$ cat src/rtl/branch_eval_pkg.sv
package branch_eval_pkg;
  localparam int SEL_W = 5;

  typedef enum logic [SEL_W-1:0] {
    SEL_OVF    = 5'd0,
    SEL_NOVF   = 5'd1,
    SEL_CY     = 5'd2,
    SEL_NCY    = 5'd3,
    SEL_ZR     = 5'd4,
    SEL_NZR    = 5'd5,
    SEL_BE     = 5'd6,
    SEL_ABV    = 5'd7,
    SEL_SGN    = 5'd8,
    SEL_NSGN   = 5'd9,
    SEL_PAR    = 5'd10,
    SEL_NPAR   = 5'd11,
    SEL_LT     = 5'd12,
    SEL_GE     = 5'd13,
    SEL_LE     = 5'd14,
    SEL_GT     = 5'd15,
    SEL_CYA    = 5'd16,
    SEL_NCYA   = 5'd17,
    SEL_LOOP   = 5'd18,
    SEL_LOOPZ  = 5'd19,
    SEL_LOOPNZ = 5'd20,
    SEL_CNTZ   = 5'd21
  } sel_e;

  localparam int FLAG_TESTS = 18;
endpackage

$ cat src/rtl/br_flag_test.sv
module br_flag_test
  import branch_eval_pkg::*;
(
  input  logic [SEL_W-1:0] sel,
  input  logic             cf,
  input  logic             zf,
  input  logic             sf,
  input  logic             of,
  input  logic             pf,
  output logic             hit
);
  localparam int PAIRS = 1 << (SEL_W - 1);

  logic [PAIRS-1:0] base;
  logic             lt;

  always_comb begin
    lt      = sf ^ of;
    base    = '0;
    base[0] = of;
    base[1] = cf;
    base[2] = zf;
    base[3] = cf | zf;
    base[4] = sf;
    base[5] = pf;
    base[6] = lt;
    base[7] = zf | lt;
    base[8] = cf;
  end

  always_comb begin
    if (int'(sel) < FLAG_TESTS) hit = base[sel[SEL_W-1:1]] ^ sel[0];
    else                        hit = 1'b0;
  end
endmodule

$ cat src/rtl/br_iter_ctrl.sv
module br_iter_ctrl
  import branch_eval_pkg::*;
#(
  parameter int CNT_W = 16
) (
  input  logic [SEL_W-1:0] sel,
  input  logic             zf,
  input  logic [CNT_W-1:0] cnt,
  output logic             hit,
  output logic [CNT_W-1:0] cnt_nxt,
  output logic             cnt_wr
);
  logic [CNT_W-1:0] dec;
  logic             dec_nz;

  assign dec    = cnt - CNT_W'(1);
  assign dec_nz = |dec;

  always_comb begin
    hit     = 1'b0;
    cnt_nxt = cnt;
    cnt_wr  = 1'b0;
    case (sel)
      SEL_LOOP: begin
        hit = dec_nz; cnt_nxt = dec; cnt_wr = 1'b1;
      end
      SEL_LOOPZ: begin
        hit = dec_nz & zf; cnt_nxt = dec; cnt_wr = 1'b1;
      end
      SEL_LOOPNZ: begin
        hit = dec_nz & ~zf; cnt_nxt = dec; cnt_wr = 1'b1;
      end
      SEL_CNTZ: hit = ~|cnt;
      default: ;
    endcase
  end
endmodule

$ cat src/rtl/br_target.sv
module br_target #(
  parameter int IP_W   = 16,
  parameter int DISP_W = 8
) (
  input  logic [IP_W-1:0]   base_ip,
  input  logic [DISP_W-1:0] disp,
  output logic [IP_W-1:0]   target
);
  logic [IP_W-1:0] disp_ext;

  generate
    if (IP_W > DISP_W) begin : g_sext
      assign disp_ext = {{(IP_W-DISP_W){disp[DISP_W-1]}}, disp};
    end else begin : g_trunc
      assign disp_ext = disp[IP_W-1:0];
    end
  endgenerate

  assign target = base_ip + disp_ext;
endmodule

$ cat src/rtl/branch_eval.sv
module branch_eval
  import branch_eval_pkg::*;
#(
  parameter int IP_W   = 16,
  parameter int DISP_W = 8,
  parameter int CNT_W  = 16
) (
  input  logic              clk,
  input  logic              rst,
  input  logic              in_valid,
  input  logic [SEL_W-1:0]  cond_sel,
  input  logic              flag_c,
  input  logic              flag_z,
  input  logic              flag_s,
  input  logic              flag_o,
  input  logic              flag_p,
  input  logic [CNT_W-1:0]  count_in,
  input  logic [DISP_W-1:0] disp,
  input  logic [IP_W-1:0]   ip_next,
  output logic              out_valid,
  output logic              taken,
  output logic [IP_W-1:0]   ip_out,
  output logic [CNT_W-1:0]  count_out,
  output logic              count_we
);
  logic             flag_hit;
  logic             iter_hit;
  logic [CNT_W-1:0] cnt_nxt;
  logic             cnt_wr;
  logic [IP_W-1:0]  target;
  logic             take_c;
  logic [IP_W-1:0]  ip_c;

  br_flag_test u_flag (
    .sel (cond_sel),
    .cf  (flag_c),
    .zf  (flag_z),
    .sf  (flag_s),
    .of  (flag_o),
    .pf  (flag_p),
    .hit (flag_hit)
  );

  br_iter_ctrl #(.CNT_W(CNT_W)) u_iter (
    .sel     (cond_sel),
    .zf      (flag_z),
    .cnt     (count_in),
    .hit     (iter_hit),
    .cnt_nxt (cnt_nxt),
    .cnt_wr  (cnt_wr)
  );

  br_target #(.IP_W(IP_W), .DISP_W(DISP_W)) u_tgt (
    .base_ip (ip_next),
    .disp    (disp),
    .target  (target)
  );

  assign take_c = flag_hit | iter_hit;
  assign ip_c   = take_c ? target : ip_next;

  always_ff @(posedge clk) begin
    if (rst) begin
      out_valid <= 1'b0;
      taken     <= 1'b0;
      ip_out    <= '0;
      count_out <= '0;
      count_we  <= 1'b0;
    end else begin
      out_valid <= in_valid;
      count_we  <= in_valid & cnt_wr;
      if (in_valid) begin
        taken     <= take_c;
        ip_out    <= ip_c;
        count_out <= cnt_nxt;
      end
    end
  end

  AST_RESET_CLEAR: assert property (@(posedge clk)
    rst |=> (!out_valid && !taken && !count_we && ip_out == '0));

  AST_VALID_LATENCY: assert property (@(posedge clk) disable iff (rst)
    in_valid |=> out_valid);

  AST_IDLE_HOLD: assert property (@(posedge clk) disable iff (rst)
    !in_valid |=> ($stable(ip_out) && $stable(count_out) && !count_we));

  AST_FALL_THROUGH: assert property (@(posedge clk) disable iff (rst)
    (in_valid && !take_c) |=> (ip_out == $past(ip_next)));

  AST_LOOP_DEC: assert property (@(posedge clk) disable iff (rst)
    (in_valid && cond_sel == SEL_LOOP) |=>
      (count_we && count_out == $past(count_in) - CNT_W'(1)));

  AST_CNTZ_KEEP: assert property (@(posedge clk) disable iff (rst)
    (in_valid && cond_sel == SEL_CNTZ) |=>
      (!count_we && count_out == $past(count_in)));

  AST_UNUSED_SEL: assert property (@(posedge clk) disable iff (rst)
    (in_valid && int'(cond_sel) > int'(SEL_CNTZ)) |=> (!taken && !count_we));
endmodule

$ cat config.mk
export PLATFORM = sky130hd
export DESIGN_NAME = branch_eval
export DESIGN_NICKNAME = d
export VERILOG_FILES = /design/src/rtl/branch_eval_pkg.sv /design/src/rtl/br_flag_test.sv /design/src/rtl/br_iter_ctrl.sv /design/src/rtl/br_target.sv /design/src/rtl/branch_eval.sv
export SDC_FILE = /design/constraint.sdc
export NUM_CORES = 1
export LEC_CHECK = 0
export BUFFER_PORTS_ARGS = -buffer_cell sky130_fd_sc_hd__buf_2
export CAP_MARGIN = 20
export CORE_MARGIN = 1
export CORE_UTILIZATION = 45
export CTS_BUF_LIST = sky130_fd_sc_hd__clkbuf_4
export CTS_CLUSTER_DIAMETER = 30
export DETAILED_ROUTE_END_ITERATION = 16
export HOLD_SLACK_MARGIN = 0.08
export PLACE_DENSITY = 0.75
export SYNTH_ARGS = -nofsm -noshare
export SYNTH_HDL_FRONTEND = slang
export SYNTH_HIERARCHICAL = 1
export SYNTH_SLANG_ARGS = --single-unit
$ cat constraint.sdc
create_clock -name clk -period 10.3 [get_ports clk]
set_clock_uncertainty 0.1 [all_clocks]
set_input_delay 2.575 -clock clk [delete_from_list [all_inputs] [get_ports clk]]
set_output_delay 2.575 -clock clk [all_outputs]
set_load 0.01 [all_outputs]
**After elaboration in Yosys (flattened, before gate mapping)**

Index checks and enable logic that the tools add are counted.

- Logic and storage cells: 33
- Latch bits: 0
- Output and inout port bits: 35
- Input bits: 53
- Bits in writable memories: 0
- ROM bits: 0
- Memories: 0
- Register bits after elaboration: 35

- Bitwise operators: 9
- $mul: 0
- $lt $le $gt $ge: 2
- Equality and inequality tests: 4
- Shift-type cells: 0
- $add $sub $neg: 2
- Divide/modulo/power cells: 0
- Reduce and logical (&&, ||, !) cells: 4
- Muxes and demuxes: 7

Operator list:

| operator | number |
|---|---|
| $mux 16 | 2 |
| $reduce_or 16->1 | 2 |
| $eq 5x5->1 const B | 4 |
| $add 16x16->16 | 1 |
| $sub 16x1->16 const B | 1 |
| $lt 4x5->1 const B | 1 |
| $lt 5x5->1 const B | 1 |
| $bmux 1 s4 | 1 |
| $pmux 1 s4 | 1 |
| $and 1x1->1 | 3 |
| $mux 1 | 3 |
| $or 1x1->1 | 3 |
| $reduce_or 3->1 | 1 |
| $xor 1x1->1 | 2 |
| $logic_not 1->1 | 1 |
| $not 1->1 | 1 |

**Logic depth before layout (Yosys ltp)**

Gate-level depths: netlist of the first run.

- Depth in word-level cells: 8
- Depth in mapped cells: 10
- Gate-level depth less buffers: 9

**By module**

The synthesis of the first run kept the hierarchy.

By module, submodules not included:

| module | cells an instance | times used | sequential area each (sq um) | area each (sq um) |
|---|---|---|---|---|
| branch_eval | 152 | 1 | 700.7 | 1452.6 |
| br_target | 98 | 1 | 0.0 | 724.4 |
| br_iter_ctrl | 94 | 1 | 0.0 | 650.6 |
| br_flag_test | 19 | 1 | 0.0 | 146.4 |

**Least setup slack after synthesis of the first run**

OpenSTA, ideal clock, no wires.

- Path type: input -> register
- Start: input port count_in[7]
- End: register ip_out[10]
- Setup time: 0.091 ns
- Arrival time: 4.927 ns
- Buffers on the path: 3
- Setup slack: 5.182 ns
- Stages on the path: 10
- Required time: 10.109 ns
- Path through: buf_6 or4_4 or3_1 buf_2 o41ai_2 a22oi_1 a211oi_2 buf_2 o21ai_0 a311oi_1

- Word-level cells in the longest chain between the ends: 6
- Elaborated cells between the ends (all ways): 9
- Classes of those cells: 1 x add/sub; 2 x mux; 3 x bitwise; 3 x reduce/logical

RTL lines:

| element | line | RTL |
|---|---|---|
| start: declaration | branch_eval.sv:17 | `input logic [CNT_W-1:0] count_in,` |
| $sub 16x1->16 | br_iter_ctrl.sv:16 | `assign dec = cnt - CNT_W'(1);` |
| $reduce_or 16->1 | br_iter_ctrl.sv:17 | `assign dec_nz = \|dec;` |
| $and 1x1->1, on equally long branches | br_iter_ctrl.sv:31, br_iter_ctrl.sv:28 |  |
| $pmux 1 s4 * | br_iter_ctrl.sv:23 | `case (sel)` |
| named net iter_hit | branch_eval.sv:27 | `logic iter_hit;` |
| $or 1x1->1 * | branch_eval.sv:59 | `assign take_c = flag_hit \| iter_hit;` |
| $mux 16 * | branch_eval.sv:60 | `assign ip_c = take_c ? target : ip_next;` |
| end signal: assignment | branch_eval.sv:74 | `ip_out <= ip_c;` |
| end: declaration | branch_eval.sv:22 | `output logic [IP_W-1:0] ip_out,` |

Mark *: on every way through the listed nets, which the timed path passes. The rest lies on a longest branch.
A chain may end at the register's enable or synchronous reset.

**Final worst setup path of the first run**

- Start: input port count_in[0]
- End: register ip_out[9]

The elaborated chain is that of the path after synthesis.

==> run summary, run 1 <==
Via-to-Cell Ratio: 5.845
number of diodes: 0
total grt overflow: 0
syn_nets: 434
actual slew at the worst max-slew pin: 1.023 ns
Yosys warning count: 6
min Tclk post-route: 5.106 ns
Seq cells post-synth: 35
mux contribution to synthesized area: 6.437%
Layout area overhead: 15.94%
Final Setup Violations: 0
area of the multi-input gates: 2117 um2
Post-CTS Setup Bufs: 0
Mapped Cells: 363
Pleak: 0.001528 uW
antenna-violating nets left: 0
dpl cell area: 3391 um2
CP Data Required Time: 10.45 ns
Slew headroom: 31.82%
average wire per cell in the routed design: 14.35 um
Worst Hold Class: reg -> reg
FP Rows: 29
cell area after layout: 3448 um2
status: complete, no violations
Die X-Extent: 83.30 um
CTS sink cnt: 35
Hold Buf Count CTS: 0
initial core utilization: 46.84%
H-Tree Depth: 2
Slew Limit Fails: 0
period utilization: 49.57%
vias: 3016
DRC: 0
global-route wire length before repair: 12.05 mm
largest family of logic cells by synthesized area: simple AND/OR/NAND/NOR gates
Startpoint Class: input pin
Detailed Route WL: 7.405 mm
PortBufs: 87
commonest non-fill, non-tap cell in the layout: buf_2
data arrival time of the worst path: 5.25 ns
number of enable flip-flop cells after synthesis: 0
Synth Area in Adders: 7.825%
HPWL Detailed: 5.666 mm
DIE HEIGHT: 83.30 um
clock buffer count from CTS: 5
CTS root buf: clkbuf_4
fraction of the yosys area taken by sequential cells: 23.56%
async set-or-reset flop fraction in the synthesized netlist: 0%
Fillers: 607
Cell Pwr Density: 103.8 nW/um2
fmax: 195.8 MHz
drt pass-1 iters: 4
critical path class: in -> reg
vias in the first global route: 2677
XOR/XNOR Fraction of Synth Area: 9.718%
Compound-Gate Fraction of Synth Area: 22.84%
I/O pin count: 88
Avg Cell Area, Syn: 8.193 um2
Setup TNS: 0 ns
Clock Tree Buf Depth: 2
Peak VDD IR: 72.35 uV
Worst setup EP type: flop
largest net degree at the start of global routing: 52
core area: 6350 um2
initial antenna violation count: 0
Reg area: 700.7 um2
Hold Vio Cnt, Final: 0
synthesized cell area: 2974 um2
GRT Total Usage: 21.01%
Total Power: 357.9 uW
fraction of layout cells with a size suffix above 1: 25.51%
MaxCap Viol Count: 0
simple-gate share of the synthesized area: 24.36%
clock slew at reported path FFs: 0.10 ns
DRT iter0 DRCs: 157
CTS resizes: 0
RSZ-0062 raised after global routing: false
most frequent cells in the layout: 87 x buf_2, 48 x nor2_1, 35 x dfxtp_1
crit path max fanout: 33
Skew-Pair Late Insertion Delay: 0.33 ns
nets: 509
die area: 6938 um2
Placer Congestion: 0.8998
Synth Flop Type: dfxtp_1
count of cell types in the netlist: 56
CTS tree: built
-- flip-flops by register name (all words and copies together) (netlist names) --
name	count
taken	1
out_valid	1
ip_out	16
count_we	1
count_out	16
-- synthesized netlist by cell type, drive strengths merged (4+ instances only) --
master  number  area share, %
a21o         4            1.1
a21oi       23            4.0
a311oi      18            5.5
buf         12            2.9
clkbuf       9            1.5
dfxtp       35             24
ha          17            7.2
inv          7           0.88
mux2i       18            6.1
nand2       12            1.5
nand2b       4           0.93
nand3        7            1.2
nor2        48            6.1
nor2b        7            1.5
nor3        12            2.0
nor3b        4            1.0
nor4         4            1.1
o211ai       5            1.3
o21ai       28            4.7
or3b        17            5.0
xnor2       17            5.0
xor2        16            4.7
-- routing by layer --
layer,up-vias,track usage [%],part of all wire (%)
met5,-,0,0
met2,130,36.29,49
met4,0,6.897,1.5
li1,1499,-,-
met1,1375,26.16,43
met3,12,3.976,6.5
-- critical path, cell delays in order --
cell and delay [ns]:
buf_2 0.14, inv_1 0.10, ha_1 0.29, nor2b_1 0.32
and3_1 0.20, o211ai_1 0.09, a2111oi_0 0.48, a211oi_2 0.14
buf_4 0.23, or3b_1 0.41, a311oi_1 0.27
-- kinds of logic after synthesis --
kind of cell             after synthesis
adder cells (fa/ha/maj)               18
AO/OA/AOI/OAI                         99
AND/OR/NAND/NOR                      131
flip-flops                            35
multiplexers                          19
buffers and inverters                 28
XOR/XNOR                              33
-- cell type report --
cell class / instances / share of cell area (%)
clock inverter: 1 / 0.1451
sequential: 35 / 20.32
timing repair buffer: 89 / 13.06
inverter: 7 / 0.7620
tap: 77 / 2.794
multi-input combinational: 300 / 61.39
clock buffer: 7 / 1.524
-- stage by stage --
stage               utilization, %  setup slack [ns]  hold WS (ns)  std cells
global route                 54.31             4.985        0.4065        516
global placement             53.40             4.988        0.3671        508
detailed placement           53.40             4.870        0.3764        508
finish                       54.31             5.194        0.3882        516
CTS                          54.31             5.226        0.3932        516
floorplan                        -             5.182        0.4030        363
-- final timing paths --
check	start	end	slack, ns	cells past startpoint
max	count_in[0]	ip_out[9]$_SDFFE_PP0P_	5.19	11
min reg2reg	ip_out[11]$_SDFFE_PP0P_	ip_out[11]$_SDFFE_PP0P_	0.39	2
max reg2reg	ip_out[14]$_SDFFE_PP0P_	ip_out[14]$_SDFFE_PP0P_	9.43	2
min	ip_out[11]$_SDFFE_PP0P_	ip_out[11]$_SDFFE_PP0P_	0.39	2
-- report_power, final --
part	switching (uW)	total, uW	internal, uW	leakage, uW
registers	5.27	151	145	0.000290
clock network	44.7	76.6	31.9	0.0000361
logic	73.4	131	57.3	0.00120
Power figures use the tool's default switching activity.
==> inputs of run 2 (changes only) <==
- PLACE_DENSITY: 0.75 -> 0.78
- clock period: 10.3 -> 4.4 ns (I/O delays scaled with it)
==> run summary, run 2 (synthesis gave the netlist of run 1 again) <==
actual slew at the worst max-slew pin: 1.033 ns (+0.01061 ns)
fmax: 268.9 MHz
Min Hold Slack: 0.3850 ns (-0.003239 ns)
Hold Buf Count CTS: 0 (unchanged)
busiest grt layer: met2
data arrival time of the worst path: 3.87 ns (-1.38 ns)
GR Util met3: 2.883% (-1.1 points)
Startpoint Class: input pin
status: complete, no violations
HPWL Detailed: 5.601 mm (-1.1%)
I/O pin count: 88 (unchanged)
GRT Total Usage: 21.44% (+0.43 points)
critical path class: in -> reg
nets: 509 (unchanged)
Via-to-Cell Ratio: 5.932 (+1.5%)
Worst setup EP type: flop
MaxCap Viol Count: 0 (unchanged)
average wire per cell in the routed design: 14.54 um (+1.3%)
H-Tree Depth: 2 (unchanged)
DRC: 0 (unchanged)
Worst path top cell family by delay: compound AO/OA/AOI/OAI gates
RR Endpoint: ip_out[14]$_SDFFE_PP0P_
vias in the first global route: 2769 (+3.4%)
clock buffer count from CTS: 5 (unchanged)
FP Rows: 29 (unchanged)
antenna-violating nets left: 0 (unchanged)
Largest regs: count_out (16), ip_out (16)
Clock Tree Buf Depth: 2 (unchanged)
core area: 6350 um2 (unchanged)
dpl ws: 0.3849 ns (-4.485 ns)
largest net degree at the start of global routing: 52 (unchanged)
hold path cells: 2 (unchanged)
DRT iter0 DRCs: 174 (+11%)
CTS sink cnt: 35 (unchanged)
Max stage delay on crit path: 0.59 ns (+0.11 ns)
PortBufs: 87 (unchanged)
vias: 3061 (+1.5%)
crit-path cells: buf_2 -> inv_1 -> ha_1 -> nor2b_1 -> and3_1 -> o211ai_1 -> a2111oi_0 -> a211oi_2 -> buf_4 -> or3b_1 -> a311oi_1
die area: 6938 um2 (unchanged)
grt met2 use: 34.87% (-1.4 points)
number of diodes: 0 (unchanged)
CTS root buf: clkbuf_4
fraction of layout cells with a size suffix above 1: 25.06% (-0.46 points)
GR Util met1: 27.42% (+1.3 points)
Layout area overhead: 15.78%
CTS resizes: 0 (unchanged)
final worst slack: 0.6813 ns (-4.513 ns)
most frequent cells in the layout: 87 x buf_2, 48 x nor2_1, 35 x dfxtp_1
worst-case reg-to-reg path depth: 2 (unchanged)
CP Data Required Time: 4.55 ns (-5.90 ns)
Worst path slowest cell: a2111oi_0
Setup TNS: 0 ns (unchanged)
crit path max fanout: 33 (unchanged)
Final Setup Violations: 0 (unchanged)
Pleak: 0.001519 uW (-0.64%)
Cell Pwr Density: 240.1 nW/um2 (+130%)
hold path start: ip_out[15]$_SDFFE_PP0P_
initial antenna violation count: 0 (unchanged)
initial core utilization: 46.84% (unchanged)
DIE HEIGHT: 83.30 um (unchanged)
Placer Congestion: 0.9289 (+3.2%)
CTS tree: built
Hold Vio Cnt, Final: 0 (unchanged)
Worst Hold Class: reg -> reg
Worst Hold End: ip_out[15]$_SDFFE_PP0P_
total grt overflow: 0 (unchanged)
Slew headroom: 31.12% (-0.71 points)
period utilization: 84.52%
Detailed Route WL: 7.502 mm (+1.3%)
Skew-Pair Late Insertion Delay: 0.34 ns (about the same)
Peak VDD IR: 158.5 uV (+120%)
Slew Limit Fails: 0 (unchanged)
FF-to-FF Start: ip_out[14]$_SDFFE_PP0P_
Buf+Inv Stages, Crit Path: 3 (unchanged)
drt pass-1 iters: 5 (+1)
Die X-Extent: 83.30 um (unchanged)
Reg2Reg Setup Slack: 3.54 ns (-5.89 ns)
Post-CTS Setup Bufs: 0 (unchanged)
global-route wire length before repair: 12.36 mm (+2.6%)
clock slew at reported path FFs: 0.11 ns (about the same)
min Tclk post-route: 3.719 ns
RSZ-0062 raised after global routing: false
commonest non-fill, non-tap cell in the layout: buf_2
==> run 2: changes by cell type in the layout (fill, tap and decap cells not counted) <==
cell        previous run  this run
clkinv_1               0         2
clkbuf_4               7         5
clkinvlp_4             0         1
clkinv_2               1         0
==> run 2: metrics by stage <==
step | std cells | area (um2) | power, uW | utilization, %
final | 516 | 3443 | 826.8 | 54.23
after global routing | 516 | 3443 | 879.2 | 54.23
after CTS | 516 | 3443 | 831.2 | 54.23
after detailed placement | 508 | 3391 | 662.2 | 53.40
after global placement | 508 | 3391 | 654.6 | 53.40
after floorplan | 363 | 2974 | 567.6 | -
==> run 2: final cells by class <==
class,instances,area [um2]
Inverter,7,26.28
Multi-Input combinational cell,300,2117
Clock inverter,3,15.01
Fill cell,623,2907
Tap cell,77,96.34
Timing Repair Buffer,89,450.4
Sequential cell,35,700.7
Clock buffer,5,37.54
==> run 2: worst max path at each step <==
| stage | startpoint | end | slack (ns) | cells past startpoint |
|---|---|---|---|---|
| 5_1_grt | count_in[0] | ip_out[12]$_SDFFE_PP0P_ | 0.51 | 11 |
| 2_1_floorplan | count_in[7] | ip_out[10]$_SDFFE_PP0P_ | 0.76 | 10 |
| 4_1_cts | count_in[0] | ip_out[2]$_SDFFE_PP0P_ | 0.74 | 11 |
| 3_5_place_dp | count_in[0] | ip_out[2]$_SDFFE_PP0P_ | 0.38 | 11 |
| 6_report | count_in[0] | ip_out[4]$_SDFFE_PP0P_ | 0.68 | 11 |
| 3_3_place_gp | count_in[0] | ip_out[12]$_SDFFE_PP0P_ | 0.57 | 10 |
==> run 2: worst min-delay path: stages, from the launching register on <==
cell and delay (ns):
dfxtp_1 0.32, nor2_1 0.08, a311oi_1 0.05
==> run 2: power by group <==
| group | switching [uW] | internal (uW) |
|---|---|---|
| logic | 173 | 134 |
| clock network | 109 | 58.5 |
| registers | 11.9 | 340 |
==> run 2: layer usage <==
metal / part of all wire [%] / wire length [um]
met5: 0 / 0
met4: 3.6 / 269
met3: 6.9 / 517
met2: 47 / 3512
met1: 43 / 3203
